### config.mk
export PLATFORM = sky130hd
export DESIGN_NAME = cgser_top
export DESIGN_NICKNAME = d
export VERILOG_FILES = /design/src/rtl/cgser_pkg.sv /design/src/rtl/cgser_slot_ctr.sv /design/src/rtl/cgser_shifter.sv /design/src/rtl/cgser_router.sv /design/src/rtl/cgser_top.sv
export SDC_FILE = /design/constraint.sdc
export NUM_CORES = 1
export LEC_CHECK = 0
export BUFFER_PORTS_ARGS = -buffer_cell sky130_fd_sc_hd__buf_2
export CORE_AREA = 4 4 45 47
export CTS_CLUSTER_DIAMETER = 100
export DETAILED_ROUTE_END_ITERATION = 8
export DIE_AREA = 0 0 49 51
export GPL_ROUTABILITY_DRIVEN = 0
export MAX_ROUTING_LAYER = met4
export SLEW_MARGIN = 10
export SYNTH_ARGS = -nofsm -noshare
export SYNTH_HDL_FRONTEND = slang
export SYNTH_HIERARCHICAL = 1
export SYNTH_SLANG_ARGS = --single-unit
### constraint.sdc
create_clock -name clk -period 1.6 [get_ports clk]
set_input_delay 0.08 -clock clk [delete_from_list [all_inputs] [get_ports clk]]
set_output_delay 0.08 -clock clk [all_outputs]
set_load 0.005 [all_outputs]
### src/rtl/cgser_pkg.sv
package cgser_pkg;

    typedef enum logic {
        PATH_LINE = 1'b0,
        PATH_WRAP = 1'b1
    } path_e;

    typedef struct packed {
        logic line_val;
        logic loop_val;
    } lane_t;

    // Idle level used on whichever lane is not carrying data
    localparam logic IDLE_LVL = 1'b1;

    function automatic path_e path_of(input logic wrap);
        return wrap ? PATH_WRAP : PATH_LINE;
    endfunction

    function automatic lane_t route_bit(input path_e p, input logic s);
        lane_t r;
        if (p == PATH_WRAP) begin
            r.line_val = IDLE_LVL;
            r.loop_val = s;
        end else begin
            r.line_val = s;
            r.loop_val = IDLE_LVL;
        end
        return r;
    endfunction

endpackage

### src/rtl/cgser_slot_ctr.sv
module cgser_slot_ctr #(
    parameter int CG_W = 10
) (
    input  logic clk,
    input  logic rst,
    input  logic bit_ce,
    output logic load_now
);
    localparam int IW = (CG_W > 1) ? $clog2(CG_W) : 1;
    localparam logic [IW-1:0] LAST = IW'(CG_W - 1);

    logic [IW-1:0] slot;

    assign load_now = bit_ce && (slot == LAST);

    always_ff @(posedge clk) begin
        if (rst) begin
            slot <= LAST;
        end else if (bit_ce) begin
            slot <= (slot == LAST) ? '0 : slot + IW'(1);
        end
    end

    // slot position frozen without a bit enable
    a_r8_slot_hold: assert property (@(posedge clk) disable iff (rst)
        !bit_ce |=> $stable(slot));

    // slot index never leaves its range
    a_r2_slot_range: assert property (@(posedge clk) disable iff (rst)
        slot <= LAST);
endmodule

### src/rtl/cgser_shifter.sv
module cgser_shifter #(
    parameter int CG_W = 10
) (
    input  logic            clk,
    input  logic            rst,
    input  logic            bit_ce,
    input  logic            load,
    input  logic [CG_W-1:0] data,
    output logic            ser
);
    logic [CG_W-1:0] sr;

    assign ser = sr[0];

    always_ff @(posedge clk) begin
        if (rst) begin
            sr <= '1;
        end else if (bit_ce) begin
            if (load) sr <= data;
            else      sr <= {1'b1, sr[CG_W-1:1]};
        end
    end

    // register frozen without a bit enable
    a_r8_sr_hold: assert property (@(posedge clk) disable iff (rst)
        !bit_ce |=> $stable(sr));

    // bit k+1 moves down to the output position on each shift
    a_r3_shift_order: assert property (@(posedge clk) disable iff (rst)
        (bit_ce && !load) |=> ser == $past(sr[1]));
endmodule

### src/rtl/cgser_router.sv
module cgser_router
    import cgser_pkg::*;
(
    input  logic wrap_en,
    input  logic out_en,
    input  logic ser,
    output logic line_q,
    output logic line_oe,
    output logic loop_bit
);
    lane_t lanes;

    always_comb begin
        lanes    = route_bit(path_of(wrap_en), ser);
        line_q   = lanes.line_val;
        loop_bit = lanes.loop_val;
        line_oe  = out_en;
    end
endmodule

### src/rtl/cgser_top.sv
module cgser_top #(
    parameter int CG_W = 10
) (
    input  logic            clk,
    input  logic            rst,
    input  logic            bit_ce,
    input  logic [CG_W-1:0] cg_data,
    input  logic            out_en,
    input  logic            wrap_en,
    output logic            cg_take,
    output logic            line_q,
    output logic            line_oe,
    output logic            loop_bit
);
    logic ser;

    cgser_slot_ctr #(.CG_W(CG_W)) u_ctr (
        .clk      (clk),
        .rst      (rst),
        .bit_ce   (bit_ce),
        .load_now (cg_take)
    );

    cgser_shifter #(.CG_W(CG_W)) u_sh (
        .clk    (clk),
        .rst    (rst),
        .bit_ce (bit_ce),
        .load   (cg_take),
        .data   (cg_data),
        .ser    (ser)
    );

    cgser_router u_rt (
        .wrap_en  (wrap_en),
        .out_en   (out_en),
        .ser      (ser),
        .line_q   (line_q),
        .line_oe  (line_oe),
        .loop_bit (loop_bit)
    );

    // captures only happen on a bit enable
    a_r2_take_on_ce: assert property (@(posedge clk) disable iff (rst)
        cg_take |-> bit_ce);

    // captures are never on adjacent enable cycles
    a_r4_take_spacing: assert property (@(posedge clk) disable iff (rst)
        cg_take |=> !cg_take);

    // bit 0 of the captured group appears after the capture edge
    a_r3_first_bit: assert property (@(posedge clk) disable iff (rst)
        cg_take |=> ser == $past(cg_data[0]));

    // wrap holds the line high
    a_r6_wrap_line: assert property (@(posedge clk) disable iff (rst)
        wrap_en |-> (line_q && loop_bit == ser));

    // normal mode rests the loopback lane
    a_r7_line_path: assert property (@(posedge clk) disable iff (rst)
        !wrap_en |-> (loop_bit && line_q == ser));
endmodule

==> flow_summary.toml, run 1 <==
[run_status]
outcome = "finished, final reports clean"

[detailed_routing]
viasPerCell = 5.01
drt_iter0_drc = 8
ant_nets = 0
drc_errors = 0
drt_wl_total_microns = 1230
dr.pass1.iters = 4
vias = 511
avgRoutedWirePerCell_microns = 12.1

[flow_run]
max-cap-violations = 0

[setup_path]
worstSetupEndpointType = "primary output"
ff2ff_path_depth = 5
crit_slowest_cell = "dfxtp_1"
crit_chain = "nand2b_1, nor3_2, buf_4, buf_2"
r2r_start = "u_ctr/slot[2]"
cp_data_arrival_time_ns = 1.29
crit_cells = 4
cpLargestDelayFamily = "buffers and inverters"
regToRegEndpoint = "u_sh/sr[1]"
crit_required_ns = 1.52
endpoint = "cg_take"
start_kind = "register"
cp.buffers_inverters = 2
crit_path_start = "u_ctr/slot[2]"
r2r_slack_ns = 0.33
crit_type = "register to primary output"
critical_path.max_fanout = 11
cpPeakStageDelay_ns = 0.35

[cts]
hold_buffers = 0
clkTransAtPathRegs_ns = 0.08
cts_buffers = 3
h-tree-depth = 1
cts_buffer_depth = 2
root_buffer = "clkbuf_4"
clock_latency_ns = 0.28
cts_tree = "built"
post_cts_buffers = 0
cts-resized-gates = 0
cts.sinks = 14

[cells_and_area]
areaGrowthSynthToFinish_pct = 19.6
fillerInstances = 161
num_antenna_cells = 0
layout.nets = 101
drive_gt1_share_pct = 29.4

[global_routing]
antenna_found_initial = 0
grt_start_max_net_pins = 17
grt_pass1_vias = 507
grt_overflow_total = 0
track_usage_pct = 11.4
grt_pass1_wl_microns = 2130

[power_and_ir_drop]
ir_worst_vdd_uv = 624
power_density_mw_per_mm2 = 984
leakage_uw = 0.000318

[yosys]
ys_warn_count = 6
syn-cell-area_sq_um = 632
async_flop_share_pct = 0
ys_ff_latch = 14
syn_inst = 68
syn_nets = 83
synth.distinct_cells = 20
synth_area_per_cell_sq_um = 9.29
synth_top_flop_cell = "dfxtp_1"
synth_edf_count = 0
yosysSeqAreaShare_pct = 44.4

[sta]
setup_slack_ns = 0.235
max_freq_mhz = 732
fin_crit_sh_pct = 85.3
final_hold_viol_count = 0
holdWs_ns = 0.0914
rsz0062_at_grt = "false"
finalSetupViolations = 0
fin_crit_ns = 1.37
relSlewSlack_pct = 78.9
tns_ns = 0
final-max-slew-violation-count = 0
worst_pin_slew_ns = 0.315
skew_ns = 0.00229

[floorplanning]
ios = 19
die_h_microns = 51
die_w_microns = 49
start_util_pct = 38.3
die-area_sq_mm = 0.00250
rows = 15
coreArea_sq_mm = 0.00165

[place]
portBuffers = 16
pre_cts_ws_ns = 0.334
dpl.hpwl_microns = 923

[hold_path]
hp-class = "input pin to register"
min_path_cells = 3
==> layer usage <==
layer,vias to the layer above,routed length [microns],GRT usage [%],part of all wire (%)
li1,274,-,-,-
met1,217,569,14.1,46
met2,18,546,15.4,44
met3,2,101,4.37,8.2
met4,0,12,6.73,0.98
met5,-,0,-,0
==> cell usage after synthesis, drive strengths merged (2+ instances only) <==
cell    number  area (sq um)
dfxtp       14           280
a21oi       10          50.1
mux2i       10           100
nor3        10          50.1
buf          5          33.8
nor2         3          11.3
nand2        2          7.51
nand2b       2          12.5
nand3        2          10.0
o21bai       2          15.0
==> cell type report <==
class                           instances  area (sq um)  share of cell area (%)
Timing Repair Buffer                   18          95.1                    12.6
Clock buffer                            4          36.3                    4.80
Multi-Input combinational cell         48           319                    42.2
Tap cell                               17          21.3                    2.81
Sequential cell                        14           280                    37.1
Inverter                                1          3.75                   0.497
==> logic make-up (layout without fill, tap and decap cells) <==
group	Yosys count	count (layout)	share of synthesized area, %
multiplexers	10	10	15.8
buffers and inverters	6	23	5.94
XOR/XNOR	1	1	1.39
AND/OR/NAND/NOR	23	23	19.2
flip-flops	14	14	44.4
AO/OA/AOI/OAI	14	14	13.3
==> sequential cells by signal, indices dropped and copies added, names as in the netlist <==
name and flops:
u_ctr/slot 4, u_sh/sr 10
==> worst min-delay path by stage <==
stage	end	start
after CTS	u_sh/sr[2]	cg_data[2]
after global routing	u_sh/sr[5]	cg_data[5]
after global placement	line_oe	out_en
after detailed placement	line_oe	out_en
after floorplan	u_ctr/slot[1]	rst
final	u_sh/sr[7]	cg_data[7]
==> worst min-delay path: stages <==
cell and delay [ns]:
buf_2 0.08, mux2i_1 0.06, a21oi_1 0.12
==> placed cells by master (no fill, tap or decap) <==
| cell | netlist | final |
|---|---|---|
| nand2b_1 | 2 | 2 |
| buf_4 | 1 | 2 |
| and2_4 | 1 | 1 |
| nor3_1 | 10 | 9 |
| a21oi_1 | 10 | 10 |
| xor2_1 | 1 | 1 |
| inv_1 | 1 | 1 |
| o21ai_2 | 1 | 1 |
| dfxtp_1 | 14 | 14 |
| nor3_2 | 0 | 1 |
| and3b_1 | 1 | 1 |
| mux2i_1 | 10 | 10 |
| or2_1 | 1 | 1 |
| buf_2 | 3 | 16 |
| o21bai_1 | 2 | 2 |
| clkbuf_8 | 0 | 1 |
| nand3_1 | 2 | 2 |
| a221o_1 | 1 | 1 |
| nor2_1 | 3 | 3 |
| nand2_1 | 2 | 2 |
| nor2b_1 | 1 | 1 |
| clkbuf_4 | 0 | 3 |
==> metrics by stage <==
stage	cell area (sq um)	utilization, %	cells	power (uW)
finish	756	45.8	102	744
global route	756	45.8	102	791
floorplan	632	-	68	467
detailed placement	719	43.6	98	500
CTS	756	45.8	102	756
global placement	719	43.6	98	498
==> where the power goes <==
group          total (uW)  internal (uW)  switching (uW)
logic                 110           56.7            53.2
clock network         253            138             115
registers             381            367            13.8
(Power assumes the default switching activity.)
==> inputs of run 2 (changes only) <==
- CORE_AREA: 4 4 45 47 -> 4 4 42 44
- DIE_AREA: 0 0 49 51 -> 0 0 46 48
- PLACE_DENSITY: not set -> 0.71
- SKIP_LAST_GASP: not set -> 1
==> run 2 against run 1 <==
Sequential power about the same. Worst hold slack better by 0.0094 ns. Maximum frequency down 1.9%. Non-clock buffer count down 1. Critical endpoint unchanged.
==> flow_summary.toml, run 2 (synthesized netlist as in run 1, its figures left out) <==
[setup_path]
crit_required_ns = 1.52
crit_chain = "nand2b_1, nor3_2, buf_4, buf_2"
cp.buffers_inverters = 2
crit_type = "register to primary output"
cpLargestDelayFamily = "buffers and inverters"
cpPeakStageDelay_ns = 0.36
start_kind = "register"
crit_slowest_cell = "dfxtp_1"
critical_path.max_fanout = 11
worstSetupEndpointType = "primary output"
cp_data_arrival_time_ns = 1.31

[sta]
skew_ns = 0.00267
fin_crit_sh_pct = 87.0
relSlewSlack_pct = 57.6
setup_slack_ns = 0.209
rsz0062_at_grt = "false"
final-max-slew-violation-count = 0
tns_ns = 0
final_hold_viol_count = 0
fin_crit_ns = 1.39
finalSetupViolations = 0
holdWs_ns = 0.101
worst_pin_slew_ns = 0.635
max_freq_mhz = 719

[cells_and_area]
reg_top3 = "u_sh/sr: 10 flops, u_ctr/slot: 4 flops"
areaGrowthSynthToFinish_pct = 18.2
drive_gt1_share_pct = 28.6
layout.nets = 100
regMostFlops = "u_sh/sr"
largest_register_ffs = 10
design_area_sq_um = 747
layout_commonest_cell = "buf_2"
num_antenna_cells = 0
mostFrequentLayoutCells = "buf_2, dfxtp_1, a21oi_1, mux2i_1, nor3_1"

[cts]
cts.sinks = 14
cts_buffers = 3
h-tree-depth = 1
cts-resized-gates = 0
post_cts_buffers = 0
hold_buffers = 0
cts_buffer_depth = 2
clkTransAtPathRegs_ns = 0.09
root_buffer = "clkbuf_4"
clock_latency_ns = 0.27
cts_tree = "built"

[detailed_routing]
drt_wl_total_microns = 1290
drc_errors = 0
drt_iter0_drc = 21
dr.pass1.iters = 4
avgRoutedWirePerCell_microns = 12.9
vias = 542
viasPerCell = 5.42
ant_nets = 0

[place]
pre_cts_ws_ns = 0.288
place_area_sq_um = 711
dpl.hpwl_microns = 936
portBuffers = 16

[hold_path]
hp-class = "input pin to register"

[floorplanning]
die-area_sq_mm = 0.00221
rows = 14
die_w_microns = 46
start_util_pct = 44.0
ios = 19
die_h_microns = 48
coreArea_sq_mm = 0.00144

[power_and_ir_drop]
leakage_uw = 0.000313
ir_worst_vdd_uv = 456
total_power_uw = 744
power_density_mw_per_mm2 = 997

[global_routing]
track_usage_pct = 13.0
grt_start_max_net_pins = 17
grt_pass1_vias = 483
grt_overflow_total = 0
antenna_found_initial = 0
grt_pass1_wl_microns = 1960

[flow_run]
max-cap-violations = 0

[run_status]
outcome = "finished, final reports clean"
## run 2: changes by cell type in the layout (fill, tap and decap cells not counted), sizes merged
cell	delta
buf	-1
## run 2: power breakdown
group,leakage (uW),total (uW),switching (uW),internal (uW)
clock,0.0000210,252,114,138
combinational,0.000177,111,55.3,55.2
sequential,0.000115,382,14.4,367
## run 2: cell type report
| class | instances | area [sq um] |
|---|---|---|
| fillers | 136 | 689 |
| multi-input cells | 48 | 319 |
| clock buffers | 4 | 36.3 |
| inverters | 1 | 3.75 |
| well taps | 16 | 20.0 |
| repair buffers | 17 | 87.6 |
| flip-flops and latches | 14 | 280 |
## run 2: final timing paths
kind,from,end,slack [ns],cells after the start
hold reg to reg,u_sh/sr[9],u_sh/sr[9],0.50,2
setup / recovery,u_ctr/slot[2],cg_take,0.21,4
setup reg to reg,u_ctr/slot[2],u_sh/sr[6],0.24,5
hold / removal,cg_data[4],u_sh/sr[4],0.10,3
## run 2: per-layer routing
layer	vias up	track usage (%)	wire [microns]
li1	278	-	-
met1	248	14.3	600
met2	16	22.0	603
met3	0	3.38	84
met4	0	5.68	0
met5	-	-	0
## run 2: worst reg2reg max path: stages (launching register included)
cell,delay (ns)
dfxtp_1,0.36
nand2b_1,0.19
nor3_2,0.11
buf_4,0.23
mux2i_1,0.24
a21oi_1,0.09
## run 2: per-stage QoR
stage                     util [%]  cells
after detailed placement      49.5     96
after CTS                     52.0    100
after floorplan                  -     68
final                         52.0    100
after global routing          52.0    100
after global placement        49.5     96
